===== src/rtl/irq_sequencer.sv =====
module irq_sequencer #(
  parameter int NREQ = 4,
  parameter int AW = 16,
  parameter int GIE_BIT = 3,
  parameter int CPUOFF_BIT = 4,
  parameter logic [AW-1:0] SP_INIT = 16'h0100,
  parameter logic [AW-1:0] VEC_BASE = 16'hFFE0
) (
  input  logic            clk,
  input  logic            rst_n,
  input  logic [NREQ-1:0] req,
  input  logic            insn_done,
  input  logic            op_reti,
  input  logic            op_eint,
  input  logic            op_dint,
  input  logic            op_sleep,
  input  logic [AW-1:0]   next_pc,
  input  logic [AW-1:0]   sr_in,
  input  logic [AW-1:0]   stk_rdata,
  output logic            stk_we,
  output logic            stk_re,
  output logic [AW-1:0]   stk_addr,
  output logic [AW-1:0]   stk_wdata,
  output logic            sr_load,
  output logic [AW-1:0]   sp,
  output logic            gie,
  output logic            cpuoff,
  output logic            busy,
  output logic            redirect,
  output logic            redirect_vec,
  output logic [AW-1:0]   redirect_addr,
  output logic [NREQ-1:0] irq_ack
);

  localparam int IW = (NREQ > 1) ? $clog2(NREQ) : 1;
  localparam logic [AW-1:0] WSTEP = AW'(2);

  typedef enum logic [2:0] {S_RUN, S_PSH_PC, S_PSH_SR, S_VEC, S_POP_SR, S_POP_PC} st_t;

  st_t           st;
  logic [AW-1:0] sp_q, ret_pc, sr_word;
  logic          gie_q, off_q;
  logic [IW-1:0] idx_q, win;

  wire pend  = |req;
  wire plain = insn_done & ~(op_reti | op_eint | op_dint | op_sleep);
  wire take  = gie_q & pend & (off_q | plain);
  wire chain = gie_q & pend;

  always_comb begin
    win = '0;
    for (int i = NREQ - 1; i >= 0; i--)
      if (req[i]) win = IW'(i);
  end

  always_comb begin
    sr_word = sr_in;
    sr_word[GIE_BIT] = gie_q;
    sr_word[CPUOFF_BIT] = off_q;
  end

  always_ff @(posedge clk) begin
    if (!rst_n) begin
      st     <= S_RUN;
      sp_q   <= SP_INIT;
      gie_q  <= 1'b0;
      off_q  <= 1'b0;
      ret_pc <= '0;
      idx_q  <= '0;
    end else begin
      case (st)
        S_RUN: begin
          if (insn_done) ret_pc <= next_pc;
          if (take) begin
            st    <= S_PSH_PC;
            idx_q <= win;
          end else if (insn_done) begin
            if (op_reti)  st <= S_POP_SR;
            if (op_eint)  gie_q <= 1'b1;
            if (op_dint)  gie_q <= 1'b0;
            if (op_sleep) off_q <= 1'b1;
          end
        end
        S_PSH_PC: begin
          sp_q <= sp_q - WSTEP;
          st   <= S_PSH_SR;
        end
        S_PSH_SR: begin
          sp_q  <= sp_q - WSTEP;
          gie_q <= 1'b0;
          off_q <= 1'b0;
          st    <= S_VEC;
        end
        S_VEC: st <= S_RUN;
        S_POP_SR: begin
          sp_q  <= sp_q + WSTEP;
          gie_q <= stk_rdata[GIE_BIT];
          off_q <= stk_rdata[CPUOFF_BIT];
          st    <= S_POP_PC;
        end
        S_POP_PC: begin
          sp_q   <= sp_q + WSTEP;
          ret_pc <= stk_rdata;
          if (chain) begin
            st    <= S_PSH_PC;
            idx_q <= win;
          end else begin
            st <= S_RUN;
          end
        end
        default: st <= S_RUN;
      endcase
    end
  end

  assign stk_we        = (st == S_PSH_PC) || (st == S_PSH_SR);
  assign stk_re        = (st == S_POP_SR) || (st == S_POP_PC);
  assign stk_addr      = stk_we ? sp_q - WSTEP : sp_q;
  assign stk_wdata     = (st == S_PSH_PC) ? ret_pc : sr_word;
  assign sr_load       = (st == S_POP_SR);
  assign redirect_vec  = (st == S_VEC);
  assign redirect      = redirect_vec || ((st == S_POP_PC) && !chain);
  assign redirect_addr = redirect_vec ? VEC_BASE + (AW'(idx_q) << 1) : stk_rdata;
  assign irq_ack       = redirect_vec ? (NREQ'(1) << idx_q) : '0;
  assign busy          = (st != S_RUN);
  assign sp            = sp_q;
  assign gie           = gie_q;
  assign cpuoff        = off_q;

  assert_push_step_R10: assert property (@(posedge clk) disable iff (!rst_n)
    stk_we |=> sp == $past(sp) - WSTEP);

  assert_pop_step_R10: assert property (@(posedge clk) disable iff (!rst_n)
    stk_re |=> sp == $past(sp) + WSTEP);

  assert_pc_after_sr_R4: assert property (@(posedge clk) disable iff (!rst_n)
    sr_load |=> (stk_re && !sr_load));

  assert_vec_masked_R2: assert property (@(posedge clk) disable iff (!rst_n)
    redirect_vec |-> (!gie && !cpuoff));

  assert_eint_gap_R7: assert property (@(posedge clk) disable iff (!rst_n)
    (!busy && !cpuoff && insn_done && op_eint) |=> !stk_we);

  assert_chain_push_R6: assert property (@(posedge clk) disable iff (!rst_n)
    (stk_re && !sr_load && gie && pend) |=> (stk_we && !redirect));

endmodule


===== config.mk =====
export PLATFORM = sky130hd
export DESIGN_NAME = irq_sequencer
export DESIGN_NICKNAME = d
export VERILOG_FILES = /design/src/rtl/irq_sequencer.sv
export SDC_FILE = /design/constraint.sdc
export NUM_CORES = 1
export LEC_CHECK = 0
export ABC_AREA = 1
export BUFFER_PORTS_ARGS = -buffer_cell sky130_fd_sc_hd__buf_2
export CAP_MARGIN = 0
export CORE_UTILIZATION = 40
export DETAILED_ROUTE_END_ITERATION = 10
export PLACE_DENSITY = 0.78
export RECOVER_POWER = 100
export SETUP_SLACK_MARGIN = 0.1
export SKIP_LAST_GASP = 1
export SYNTH_ARGS = -nofsm -noshare
export SYNTH_HDL_FRONTEND = slang
export SYNTH_SLANG_ARGS = --single-unit

===== constraint.sdc =====
create_clock -name clk -period 2.54 [get_ports clk]
set_clock_uncertainty 0.15 [all_clocks]
set_input_delay 0.508 -clock clk [delete_from_list [all_inputs] [get_ports clk]]
set_output_delay 0.508 -clock clk [all_outputs]
set_load 0.005 [all_outputs]

==> run summary <==
Synth area leaders: dfxtp_1 (27%), nand2_1 (16%), o21ai_0 (8.7%)
Outcome: complete, no violations
Clk sinks: 38
First-pass GRT wire length: 14400 µm
CP max FO: 6
Largest net degree at the start of global routing: 32
Met1 Resource Use GR: 29.5%
Worst Setup End Kind: primary output
WL per Instance: 12.9 µm
Ant diodes: 0
Fin Setup TNS: 0 ns
Syn Inst Count: 481
Area growth from synthesis to layout: 30.5%
DRT Wirelength: 9070 µm
Synthesis-stage register bit count: 38
Buffers and inverters on the worst path: 2
Worst hold slack: 0.296 ns
Most common cell after layout, fill and taps aside: buf_2
Detailed Route Iter0 Violations: 288
Vias in the first global route: 3218
Mean Syn Cell Area: 5.97 µm²
Die area: 7520 µm²
Worst-path clk slew: 0.08 ns
Number of remaining DRC errors: 0
Crit-path most repeated cell: nand2_1
Crit-path slowest cell: dfxtp_1
Largest area contributor in the netlist: dfxtp_1
Multi-input gate area: 1810 µm²
Pwr dens: 1140 nW/µm²
Post-synthesis sequential area ratio: 26.5%
RSZ-0062 raised after global routing: true
Root buf cell: clkbuf_8
Register Area: 764 µm²
Gpl congestion: 0.919
Routed Antenna Nets: 0
Initial core utilization: 41.8%
M2 GR Usage: 41.1%
Most frequent cells in the layout: buf_2 (126), nand2_1 (120), inv_1 (54), nor2_1 (52), o21ai_0 (50)
Via count: 3624
Final Hold Viols: 0
Kind of critical path: flop to primary output
Hold Path Class: flop to flop
Data required, critical path: 1.88 ns
Mapped Area: 2870 µm²
Max incr delay on CP: 0.38 ns
I/O pin count: 135
Layout cell share with drive strength beyond 1: 29.7%
Leakage Power: 1.95 nW
Startpoint Class: flop
Drt via density: 5.14
Fin. max-slew vios: 0
Total grt overflow: 0
Arr. time, crit path: 1.70 ns
Longest Clk Path Bufs: 2
CTS Buf Count: 5
GRT busiest layer: met2
Crit-path cells: inv_2 -> ha_2 -> nand2_2 -> nor2_4 -> nand2_1 -> nand2_1 -> nand3_1 -> o21a_1 -> buf_2
Top-area cell type share of the netlist area: 26.5%
CP delay by family, top: simple AND/OR/NAND/NOR gates
H-tree lvl count: 2
Fmax: 0.423 GHz
Final setup vio count: 0
Placed instance count: 691
Hpwl dp: 6850 µm
Final worst path period share: 93.0%
Peak supply drop: 0.496 mV
Fin cells: 705
Site Rows: 30
Fin nets: 669
Die X: 86.7 µm
IO Port Bufs: 130
Final min period: 2.36 ns
Maxcap violations: 0
Die height: 86.7 µm
Initial antenna violation count: 0
M3 GR Usage: 4.10%
Ys Warns: 0
CTS tree: built
1st-pass router iterations: 5
GRT Total Usage: 23.9%
Fill cells: 712
Later-pin clock latency in the skew report: 0.29 ns
Core area: 6870 µm²
Post-synth cell types: 38
-- final cells by class --
| cell class | count | area share (%) |
|---|---|---|
| multi-input cells | 362 | 48.4 |
| flip-flops and latches | 38 | 20.4 |
| repair buffers | 139 | 19.0 |
| inverters | 62 | 6.41 |
| well taps | 96 | 3.21 |
| clock buffers | 6 | 2.21 |
| clock inverters | 2 | 0.334 |
-- flip-flops by register name, indices dropped and copies added, names as in the netlist --
signal	flops
cpuoff	1
gie	1
idx_q	2
ret_pc	16
sp	15
st	3
-- tightest hold or removal path, stage by stage (launching register included) --
cell	delay, ns
dfxtp_1	0.30
inv_1	0.05
a21oi_1	0.05
-- cells by family (layout without fill, tap and decap cells) --
group / count (synthesis) / count (layout) / synth area share [%]
fa+ha+maj: 2 / 2 / 0.872
other cells: 1 / 2 / 0.131
simple gates: 244 / 245 / 37.0
compound gates: 103 / 103 / 19.3
xor+xnor: 5 / 5 / 1.53
buf+inv: 83 / 209 / 12.7
mux: 5 / 5 / 1.96
flops: 38 / 38 / 26.5
-- layer usage --
metal / vias up / part of all wire [%] / routed length [µm]
li1: 1808 / - / -
met1: 1644 / 43 / 3930
met2: 146 / 49 / 4410
met3: 26 / 5.4 / 491
met4: 0 / 2.7 / 242
met5: - / 0 / 0
-- metrics by stage --
stage	power (W)	setup WS, ns	util [%]	instance area [µm²]
floorplan	0.00283	0.607	-	2870
global placement	0.00358	0.361	51.7	3550
detailed placement	0.00364	0.313	51.7	3550
CTS	0.00416	0.113	53.5	3670
global route	0.00471	0.0335	54.5	3740
finish	0.00428	0.177	54.5	3740
-- final timing paths --
kind,from,endpoint,slack [ns],cells past startpoint
worst max-delay path,sp[1]$_SDFFE_PN0P_,stk_addr[15],0.18,9
worst min-delay path,ret_pc[10]$_SDFFE_PN0P_,ret_pc[10]$_SDFFE_PN0P_,0.30,2
worst max register to register,st[2]$_SDFFE_PN0P_,sp[13]$_SDFFE_PN0P_,0.66,8
worst min register to register,ret_pc[10]$_SDFFE_PN0P_,ret_pc[10]$_SDFFE_PN0P_,0.30,2
-- report_power, final --
group	internal, W	leakage, nW	switching, W
sequential	0.000829	0.314	0.000270
combinational	0.00105	1.59	0.00168
clock	0.000219	0.0472	0.000232
total	0.00210	1.95	0.00218
-- timing repair --
action,4_1_cts,5_1_grt
setup endpoints to repair,14,18
pin swaps,1,2
gates cloned,0,1
gates resized for setup,8,14
buffers inserted,0,5
hold buffers,0,0
-- cells in the mapped netlist --
library cell    n
a21oi_1        29
a31oi_1        10
and2_1          1
buf_1           1
buf_2           7
buf_4           3
buf_6           2
clkbuf_1        7
clkbuf_8        1
conb_1          1
dfxtp_1        38
ha_1            2
inv_1          58
inv_2           2
inv_4           1
inv_6           1
mux2_2          5
nand2_1       121
nand2_2         1
nand2_4         4
nand3_1        37
nand3_4         1
nand3b_1        1
nand4_1         6
nor2_1         58
nor2_2          1
nor2_4          1
nor3_1          7
nor3b_1         1
nor4_1          1
o211ai_1        1
o21a_1          6
o21ai_0        50
o21ai_1         3
o21bai_1        3
o22ai_1         1
or2_2           3
xor2_1          5
Note: power is estimated with default switching activity, not from simulation.
